## config.mk

```make
export PLATFORM = sky130hd
export DESIGN_NAME = i2c_od_expander
export DESIGN_NICKNAME = d
export VERILOG_FILES = /design/src/rtl/i2cx_pkg.sv /design/src/rtl/i2cx_rst_sync.sv /design/src/rtl/i2cx_sync.sv /design/src/rtl/i2cx_bus_events.sv /design/src/rtl/i2cx_link_fsm.sv /design/src/rtl/i2cx_port_bank.sv /design/src/rtl/i2c_od_expander.sv
export SDC_FILE = /design/constraint.sdc
export NUM_CORES = 1
export LEC_CHECK = 0
export ABC_AREA = 0
export BUFFER_PORTS_ARGS = -buffer_cell sky130_fd_sc_hd__buf_2
export CORE_MARGIN = 8
export CORE_UTILIZATION = 63
export CTS_CLUSTER_DIAMETER = 80
export CTS_CLUSTER_SIZE = 20
export DETAILED_ROUTE_END_ITERATION = 8
export MAX_ROUTING_LAYER = met4
export PLACE_DENSITY = 0.84
export SYNTH_ARGS = -nofsm -noshare
export SYNTH_HDL_FRONTEND = slang
export SYNTH_SLANG_ARGS = --single-unit
```

## constraint.sdc

```tcl
create_clock -name clk -period 4 [get_ports clk]
set_clock_uncertainty 0.1 [all_clocks]
set_input_delay 0.4 -clock clk [delete_from_list [all_inputs] [get_ports clk]]
set_output_delay 0.4 -clock clk [all_outputs]
set_load 0.1 [all_outputs]
```

## src/rtl/i2cx_pkg.sv

```systemverilog
package i2cx_pkg;
  localparam int unsigned ADDR_W = 7;
  localparam int unsigned BYTE_W = 8;
  localparam int unsigned CNT_W  = $clog2(BYTE_W + 1);

  typedef enum logic [2:0] {
    ST_IDLE,
    ST_ADDR,
    ST_AACK,
    ST_WDATA,
    ST_WACK,
    ST_RDATA,
    ST_RACK,
    ST_SKIP
  } link_state_e;
endpackage

```

## src/rtl/i2cx_rst_sync.sv

```systemverilog
module i2cx_rst_sync #(
  parameter int STAGES = 2
) (
  input  logic clk,
  input  logic rst_n,
  output logic rst_sync_n
);
  logic [STAGES-1:0] chain_q;

  always_ff @(posedge clk or negedge rst_n) begin
    if (!rst_n) chain_q <= '0;
    else        chain_q <= {chain_q[STAGES-2:0], 1'b1};
  end

  assign rst_sync_n = chain_q[STAGES-1];
endmodule

```

## src/rtl/i2cx_sync.sv

```systemverilog
module i2cx_sync #(
  parameter int             W       = 1,
  parameter int             STAGES  = 2,
  parameter logic [W-1:0]   RST_VAL = '1
) (
  input  logic         clk,
  input  logic         rst_n,
  input  logic [W-1:0] d,
  output logic [W-1:0] q
);
  logic [STAGES-1:0][W-1:0] stg_q;

  always_ff @(posedge clk or negedge rst_n) begin
    if (!rst_n) stg_q <= {STAGES{RST_VAL}};
    else        stg_q <= {stg_q[STAGES-2:0], d};
  end

  assign q = stg_q[STAGES-1];
endmodule

```

## src/rtl/i2cx_bus_events.sv

```systemverilog
module i2cx_bus_events (
  input  logic clk,
  input  logic rst_n,
  input  logic scl_s,
  input  logic sda_s,
  output logic scl_rise,
  output logic scl_fall,
  output logic start_det,
  output logic stop_det
);
  logic scl_q, sda_q;

  always_ff @(posedge clk or negedge rst_n) begin
    if (!rst_n) begin
      scl_q <= 1'b1;
      sda_q <= 1'b1;
    end else begin
      scl_q <= scl_s;
      sda_q <= sda_s;
    end
  end

  always_comb begin
    scl_rise  = scl_s & ~scl_q;
    scl_fall  = ~scl_s & scl_q;
    start_det = scl_s & scl_q & sda_q & ~sda_s;
    stop_det  = scl_s & scl_q & ~sda_q & sda_s;
  end
endmodule

```

## src/rtl/i2cx_link_fsm.sv

```systemverilog
module i2cx_link_fsm
  import i2cx_pkg::*;
(
  input  logic              clk,
  input  logic              rst_n,
  input  logic              sda_s,
  input  logic              scl_rise,
  input  logic              scl_fall,
  input  logic              start_det,
  input  logic              stop_det,
  input  logic [ADDR_W-1:0] dev_addr,
  input  logic [BYTE_W-1:0] snap_byte,
  output logic              sda_pd,
  output logic              wr_valid,
  output logic [BYTE_W-1:0] wr_byte,
  output logic              snap_req
);
  localparam logic [CNT_W-1:0] LAST_BIT = CNT_W'(BYTE_W - 1);
  localparam logic [CNT_W-1:0] ALL_BITS = CNT_W'(BYTE_W);

  link_state_e       state_q, state_d;
  logic [CNT_W-1:0]  cnt_q, cnt_d;
  logic [BYTE_W-1:0] sh_q, sh_d;
  logic [BYTE_W-1:0] tx_q, tx_d;
  logic              ack_on_q, ack_on_d;
  logic              rd_q, rd_d;
  logic              mack_q, mack_d;
  logic [BYTE_W-1:0] rx_full;

  assign rx_full = {sh_q[BYTE_W-2:0], sda_s};

  always_comb begin
    state_d  = state_q;
    cnt_d    = cnt_q;
    sh_d     = sh_q;
    tx_d     = tx_q;
    ack_on_d = ack_on_q;
    rd_d     = rd_q;
    mack_d   = mack_q;
    wr_valid = 1'b0;
    wr_byte  = rx_full;
    snap_req = 1'b0;

    if (stop_det) begin
      state_d  = ST_IDLE;
      ack_on_d = 1'b0;
    end else if (start_det) begin
      state_d  = ST_ADDR;
      cnt_d    = '0;
      ack_on_d = 1'b0;
    end else begin
      unique case (state_q)
        ST_ADDR: begin
          if (scl_rise) begin
            sh_d  = rx_full;
            cnt_d = cnt_q + 1'b1;
            if (cnt_q == LAST_BIT) begin
              if (sh_q[ADDR_W-1:0] == dev_addr) begin
                state_d = ST_AACK;
                rd_d    = sda_s;
              end else begin
                state_d = ST_SKIP;
              end
            end
          end
        end
        ST_AACK: begin
          if (scl_rise && ack_on_q) snap_req = 1'b1;
          if (scl_fall) begin
            if (!ack_on_q) begin
              ack_on_d = 1'b1;
            end else begin
              ack_on_d = 1'b0;
              cnt_d    = '0;
              if (rd_q) begin
                state_d = ST_RDATA;
                tx_d    = snap_byte;
              end else begin
                state_d = ST_WDATA;
              end
            end
          end
        end
        ST_WDATA: begin
          if (scl_rise) begin
            sh_d  = rx_full;
            cnt_d = cnt_q + 1'b1;
            if (cnt_q == LAST_BIT) begin
              wr_valid = 1'b1;
              state_d  = ST_WACK;
            end
          end
        end
        ST_WACK: begin
          if (scl_fall) begin
            if (!ack_on_q) begin
              ack_on_d = 1'b1;
            end else begin
              ack_on_d = 1'b0;
              cnt_d    = '0;
              state_d  = ST_WDATA;
            end
          end
        end
        ST_RDATA: begin
          if (scl_rise) cnt_d = cnt_q + 1'b1;
          if (scl_fall) begin
            if (cnt_q == ALL_BITS) state_d = ST_RACK;
            else                   tx_d    = {tx_q[BYTE_W-2:0], 1'b1};
          end
        end
        ST_RACK: begin
          if (scl_rise) mack_d = ~sda_s;
          if (scl_fall) begin
            if (mack_q) begin
              state_d = ST_RDATA;
              tx_d    = snap_byte;
              cnt_d   = '0;
            end else begin
              state_d = ST_SKIP;
            end
          end
        end
        default: ;
      endcase
    end
  end

  always_ff @(posedge clk or negedge rst_n) begin
    if (!rst_n) begin
      state_q  <= ST_IDLE;
      cnt_q    <= '0;
      sh_q     <= '0;
      tx_q     <= '1;
      ack_on_q <= 1'b0;
      rd_q     <= 1'b0;
      mack_q   <= 1'b0;
    end else begin
      state_q  <= state_d;
      cnt_q    <= cnt_d;
      sh_q     <= sh_d;
      tx_q     <= tx_d;
      ack_on_q <= ack_on_d;
      rd_q     <= rd_d;
      mack_q   <= mack_d;
    end
  end

  assign sda_pd = ack_on_q | ((state_q == ST_RDATA) & ~tx_q[BYTE_W-1]);
endmodule

```

## src/rtl/i2cx_port_bank.sv

```systemverilog
module i2cx_port_bank
  import i2cx_pkg::*;
(
  input  logic              clk,
  input  logic              rst_n,
  input  logic [BYTE_W-1:0] pin_s,
  input  logic              wr_valid,
  input  logic [BYTE_W-1:0] wr_byte,
  input  logic              snap_req,
  output logic [BYTE_W-1:0] snap_byte,
  output logic [BYTE_W-1:0] pin_pd,
  output logic              int_n
);
  logic [BYTE_W-1:0] out_q, out_d;
  logic [BYTE_W-1:0] snap_q, snap_d;
  logic              irq_q, irq_d;
  logic              out_en, snap_en;

  always_comb begin
    out_en  = wr_valid;
    snap_en = snap_req;
    out_d   = wr_byte;
    snap_d  = pin_s;
    if (snap_req) irq_d = 1'b0;
    else          irq_d = irq_q | (pin_s != snap_q);
  end

  always_ff @(posedge clk or negedge rst_n) begin
    if (!rst_n) begin
      out_q  <= '1;
      snap_q <= '1;
      irq_q  <= 1'b0;
    end else begin
      if (out_en)  out_q  <= out_d;
      if (snap_en) snap_q <= snap_d;
      irq_q <= irq_d;
    end
  end

  assign pin_pd    = ~out_q;
  assign snap_byte = snap_q;
  assign int_n     = ~irq_q;
endmodule

```

## src/rtl/i2c_od_expander.sv

```systemverilog
module i2c_od_expander
  import i2cx_pkg::*;
#(
  parameter logic [ADDR_W-1:0] BASE_ADDR = 7'h34,
  parameter int                SEL_W     = 2,
  parameter int                SYNC_STG  = 2
) (
  input  logic              clk,
  input  logic              rst_n,
  input  logic [SEL_W-1:0]  addr_sel,
  input  logic              scl_i,
  input  logic              sda_i,
  output logic              sda_pd,
  input  logic [BYTE_W-1:0] pin_i,
  output logic [BYTE_W-1:0] pin_pd,
  output logic              int_n
);
  logic              rst_int_n;
  logic              scl_s, sda_s;
  logic [BYTE_W-1:0] pin_s;
  logic              scl_rise, scl_fall, start_det, stop_det;
  logic              wr_valid, snap_req;
  logic [BYTE_W-1:0] wr_byte, snap_byte;
  logic [ADDR_W-1:0] dev_addr;

  assign dev_addr = {BASE_ADDR[ADDR_W-1:SEL_W], addr_sel};

  i2cx_rst_sync #(.STAGES(SYNC_STG)) u_rst (
    .clk(clk), .rst_n(rst_n), .rst_sync_n(rst_int_n)
  );

  i2cx_sync #(.W(2), .STAGES(SYNC_STG), .RST_VAL(2'b11)) u_bus_sync (
    .clk(clk), .rst_n(rst_int_n), .d({scl_i, sda_i}), .q({scl_s, sda_s})
  );

  i2cx_sync #(.W(BYTE_W), .STAGES(SYNC_STG), .RST_VAL({BYTE_W{1'b1}})) u_pin_sync (
    .clk(clk), .rst_n(rst_int_n), .d(pin_i), .q(pin_s)
  );

  i2cx_bus_events u_evt (
    .clk(clk), .rst_n(rst_int_n), .scl_s(scl_s), .sda_s(sda_s),
    .scl_rise(scl_rise), .scl_fall(scl_fall),
    .start_det(start_det), .stop_det(stop_det)
  );

  i2cx_link_fsm u_fsm (
    .clk(clk), .rst_n(rst_int_n), .sda_s(sda_s),
    .scl_rise(scl_rise), .scl_fall(scl_fall),
    .start_det(start_det), .stop_det(stop_det),
    .dev_addr(dev_addr), .snap_byte(snap_byte),
    .sda_pd(sda_pd), .wr_valid(wr_valid), .wr_byte(wr_byte),
    .snap_req(snap_req)
  );

  i2cx_port_bank u_bank (
    .clk(clk), .rst_n(rst_int_n), .pin_s(pin_s),
    .wr_valid(wr_valid), .wr_byte(wr_byte), .snap_req(snap_req),
    .snap_byte(snap_byte), .pin_pd(pin_pd), .int_n(int_n)
  );
endmodule

```

==> results_dict.tcl <==
set metrics [dict create \
    run_status "completed" \
    wire_per_inst_um 16.7 \
    reg2reg_from "u_fsm.state_q[0]$_DFFE_PN0P_" \
    p_leak_nw 1.38 \
    hold_class "input pin to flop" \
    peakVddDrop_mv 0.585 \
    ys.flop_type "dfstp_2" \
    cp.required_ns 3.50 \
    start_util_pct 66.0 \
    finish.utilization_pct 74.7 \
    remaining_drc_errors 0 \
    grt_max_degree 36 \
    rows 24 \
    cp-end-kind "primary output" \
    power.internal_w 0.00145 \
    ff2ff_path_depth 4 \
    drt_iter0_drc 193 \
    antenna_left 0 \
    start_kind "flop" \
    syn_to_final_growth_pct 13.2 \
    drv_slew 0 \
    finalWirelength_mm 5.42 \
    max_freq_mhz 355 \
    synth_edf_count 0 \
    nFillCells 275 \
    worstMarginPinSlew_ns 0.952 \
    fin_total_pwr_w 0.00222 \
    antennaDiodeCount 0 \
    ff2ff_setup_slack_ns 1.57 \
    crit_chain "nand3b_1 > o21ai_0 > buf_2" \
    p_comb_share_pct 24.9 \
    ios 24 \
    clock_power_share_pct 28.3 \
    switchingPower_w 0.000767 \
    synthTopCellsByArea "dfstp_2 (42%), dfrtp_1 (17%), mux2_2 (9.7%)" \
    synthTopCellsByCount "dfstp_2 (46), mux2_2 (25), dfrtp_1 (20), o21ai_0 (17)" \
    synth_cell_types 44 \
    crit_slowest_cell "dfrtp_1" \
    cts_tree "done" \
    cts_inserted_buffers 9 \
    critPathKind "flop to primary output" \
    viasPerCell 5.87 \
    gr-total-overflow 0 \
    critPathCapture "sda_pd" \
    place_hpwl_mm 3.54 \
    coreArea_um2 4410 \
    hold_viol 0 \
    synth_top_area_share_pct 41.5 \
    root_buffer "clkbuf_8" \
    synth_most_common_cell "dfstp_2" \
    r2r_end "u_fsm.tx_q[0]$_DFFE_PN1P_" \
    syn_area_per_cell_um2 12.2 \
    crit_fanout 21 \
    rsz0062_at_grt "false" \
    yosysWarnings 0 \
    timing.slew.headroom_pct 36.4 \
    finalCritPeriodShare_pct 70.3 \
    hold_buffers 1 \
    die_area_um2 7050 \
    placed_cell_area_um2 3060 \
    synth-async-reset-ratio_pct 100 \
    p_per_area_nw_per_um2 673 \
    yosysTopAreaCell "dfstp_2" \
    drive_above_1_share_pct 44.1 \
    portBuffers 23 \
    post_cts_buffers 0 \
    final_area_um2 3300 \
    htreeDepth 3 \
    cp-startpoint "u_fsm.state_q[0]$_DFFE_PN0P_" \
    setup-tns-final_ns 0 \
    syn-num-nets 255 \
    clkTransAtPathRegs_ns 0.08 \
    yosysSeqAreaShare_pct 58.7 \
    p_seq_share_pct 46.8 \
    maxCapViolCount 0 \
    fin_crit_ns 2.81 \
    globalplace.congestion 0.833 \
    grt_pass1_wl_mm 9.09 \
    grtUsageTotal_pct 16.6 \
    ys_ff_latch 66 \
    grt_pass1_vias 1833 \
    cts_resized 0 \
    cts_sinks 66 \
    slowest_delay_ns 0.71 \
    synthCells 239 \
    die-width_um 84.0 \
    die_h_um 84.0 \
    first_pass_iters 4 \
    clk_latency_ns 0.33 \
    swShare_pct 34.6 \
    critPathArrivalTime_ns 2.31 \
    ctsLongestPathBuffers 2 \
    antenna_found_initial 0 \
    nets 283 \
    whs_ns 0.0525 \
    netlist_area_um2 2910 \
    setup_violations 0 \
    via_count 1901 \
]
-- state kept, by name (all words and copies together) (netlist names) --
name              count
u_bank.out_q          8
u_bank.snap_byte      8
u_fsm.tx_q            8
u_pin_sync.q          8
u_pin_sync.stg_q      8
u_fsm.sh_q            7
u_fsm.cnt_q           4
u_fsm.state_q         3
u_bus_sync.q          2
u_bus_sync.stg_q      2
u_rst.chain_q         2
u_bank.irq_q          1
u_evt.scl_q           1
u_evt.sda_q           1
u_fsm.ack_on_q        1
u_fsm.mack_q          1
u_fsm.rd_q            1
-- final cells by class --
class                      count  area, um2  share of cell area [%]
tap                           52       65.1                    1.97
clock buffer                   9        124                    3.76
timing repair buffer          25        133                    4.02
clock inverter                 7        101                    3.08
sequential                    66       1710                    51.9
multi-input combinational    149       1100                    33.4
inverter                      16       60.1                    1.82
-- stage by stage --
| step | cells | worst slack (ns) |
|---|---|---|
| floorplan | 239 | 0.610 |
| global placement | 307 | 1.58 |
| detailed placement | 307 | 1.58 |
| CTS | 324 | 1.21 |
| global route | 324 | 1.08 |
| finish | 324 | 1.19 |
-- layer usage --
metal	track usage [%]	vias to the layer above	wire, um
li1	-	888	-
met1	21.0	952	2520
met2	24.4	52	2580
met3	4.88	9	221
met4	6.44	0	95
met5	-	-	0
-- cells by family after synthesis --
| family | Yosys count | share of synthesized area [%] |
|---|---|---|
| compound gates | 42 | 9.15 |
| fa+ha+maj | 2 | 0.859 |
| simple gates | 58 | 11.4 |
| flops | 66 | 58.7 |
| xor+xnor | 13 | 3.91 |
| buf+inv | 24 | 3.44 |
| mux | 33 | 12.4 |
| other cells | 1 | 0.129 |
-- critical path: cells and delay by family (launching register included) --
| family | cells | cell delay [ns] |
|---|---|---|
| buffers and inverters | 1 | 0.46 |
| AND/OR/NAND/NOR | 1 | 0.52 |
| AO/OA/AOI/OAI | 1 | 0.29 |
| flip-flops | 1 | 0.71 |
-- worst min-delay path by stage --
| stage | start | endpoint | slack [ns] | depth (start not counted) |
|---|---|---|---|---|
| after floorplan | rst_n | u_rst.chain_q[0]$_DFF_PN0_ | 0.004 | 0 |
| after global placement | rst_n | u_rst.chain_q[0]$_DFF_PN0_ | 0.09 | 1 |
| after detailed placement | rst_n | u_rst.chain_q[0]$_DFF_PN0_ | 0.09 | 1 |
| after CTS | pin_i[2] | u_pin_sync.stg_q[2]$_DFF_PN1_ | 0.04 | 1 |
| after global routing | pin_i[2] | u_pin_sync.stg_q[2]$_DFF_PN1_ | 0.03 | 1 |
| final | pin_i[5] | u_pin_sync.stg_q[5]$_DFF_PN1_ | 0.05 | 1 |
-- power groups by stage --
| stage | Sequential (W) | Combinational (W) | Clock [W] |
|---|---|---|---|
| 3_3_place_gp | 0.00103 | 0.000528 | 0 |
| 2_1_floorplan | 0.000942 | 0.000530 | 0 |
| 4_1_cts | 0.00103 | 0.000552 | 0.000637 |
| 6_report | 0.00104 | 0.000553 | 0.000627 |
| 3_5_place_dp | 0.00104 | 0.000541 | 0 |
| 5_1_grt | 0.00106 | 0.000610 | 0.000668 |
-- placed cells by master (no fill, tap or decap), types with 2 or more instances in the layout --
| cell | synthesis | layout |
|---|---|---|
| dfstp_2 | 46 | 46 |
| mux2_2 | 25 | 25 |
| buf_2 | 5 | 23 |
| dfrtp_1 | 20 | 19 |
| o21ai_0 | 17 | 17 |
| inv_1 | 16 | 16 |
| nand2_1 | 16 | 16 |
| nor2_1 | 9 | 9 |
| clkbuf_8 | 0 | 9 |
| xnor2_1 | 8 | 8 |
| mux2i_1 | 8 | 8 |
| a21oi_1 | 6 | 6 |
| xor2_1 | 5 | 5 |
| nand3b_1 | 5 | 5 |
| nand3_1 | 5 | 5 |
| nand2b_1 | 4 | 4 |
| o211ai_1 | 4 | 4 |
| nor3_1 | 4 | 4 |
| nand4_1 | 2 | 2 |
| nor4_1 | 2 | 2 |
| a31oi_1 | 2 | 2 |
| nand4b_1 | 2 | 2 |
| o31ai_1 | 2 | 2 |
| nor2b_1 | 2 | 2 |
| a211oi_1 | 2 | 2 |
| ha_1 | 2 | 2 |
| bufinv_16 | 0 | 2 |
Power figures use the tool's default switching activity.
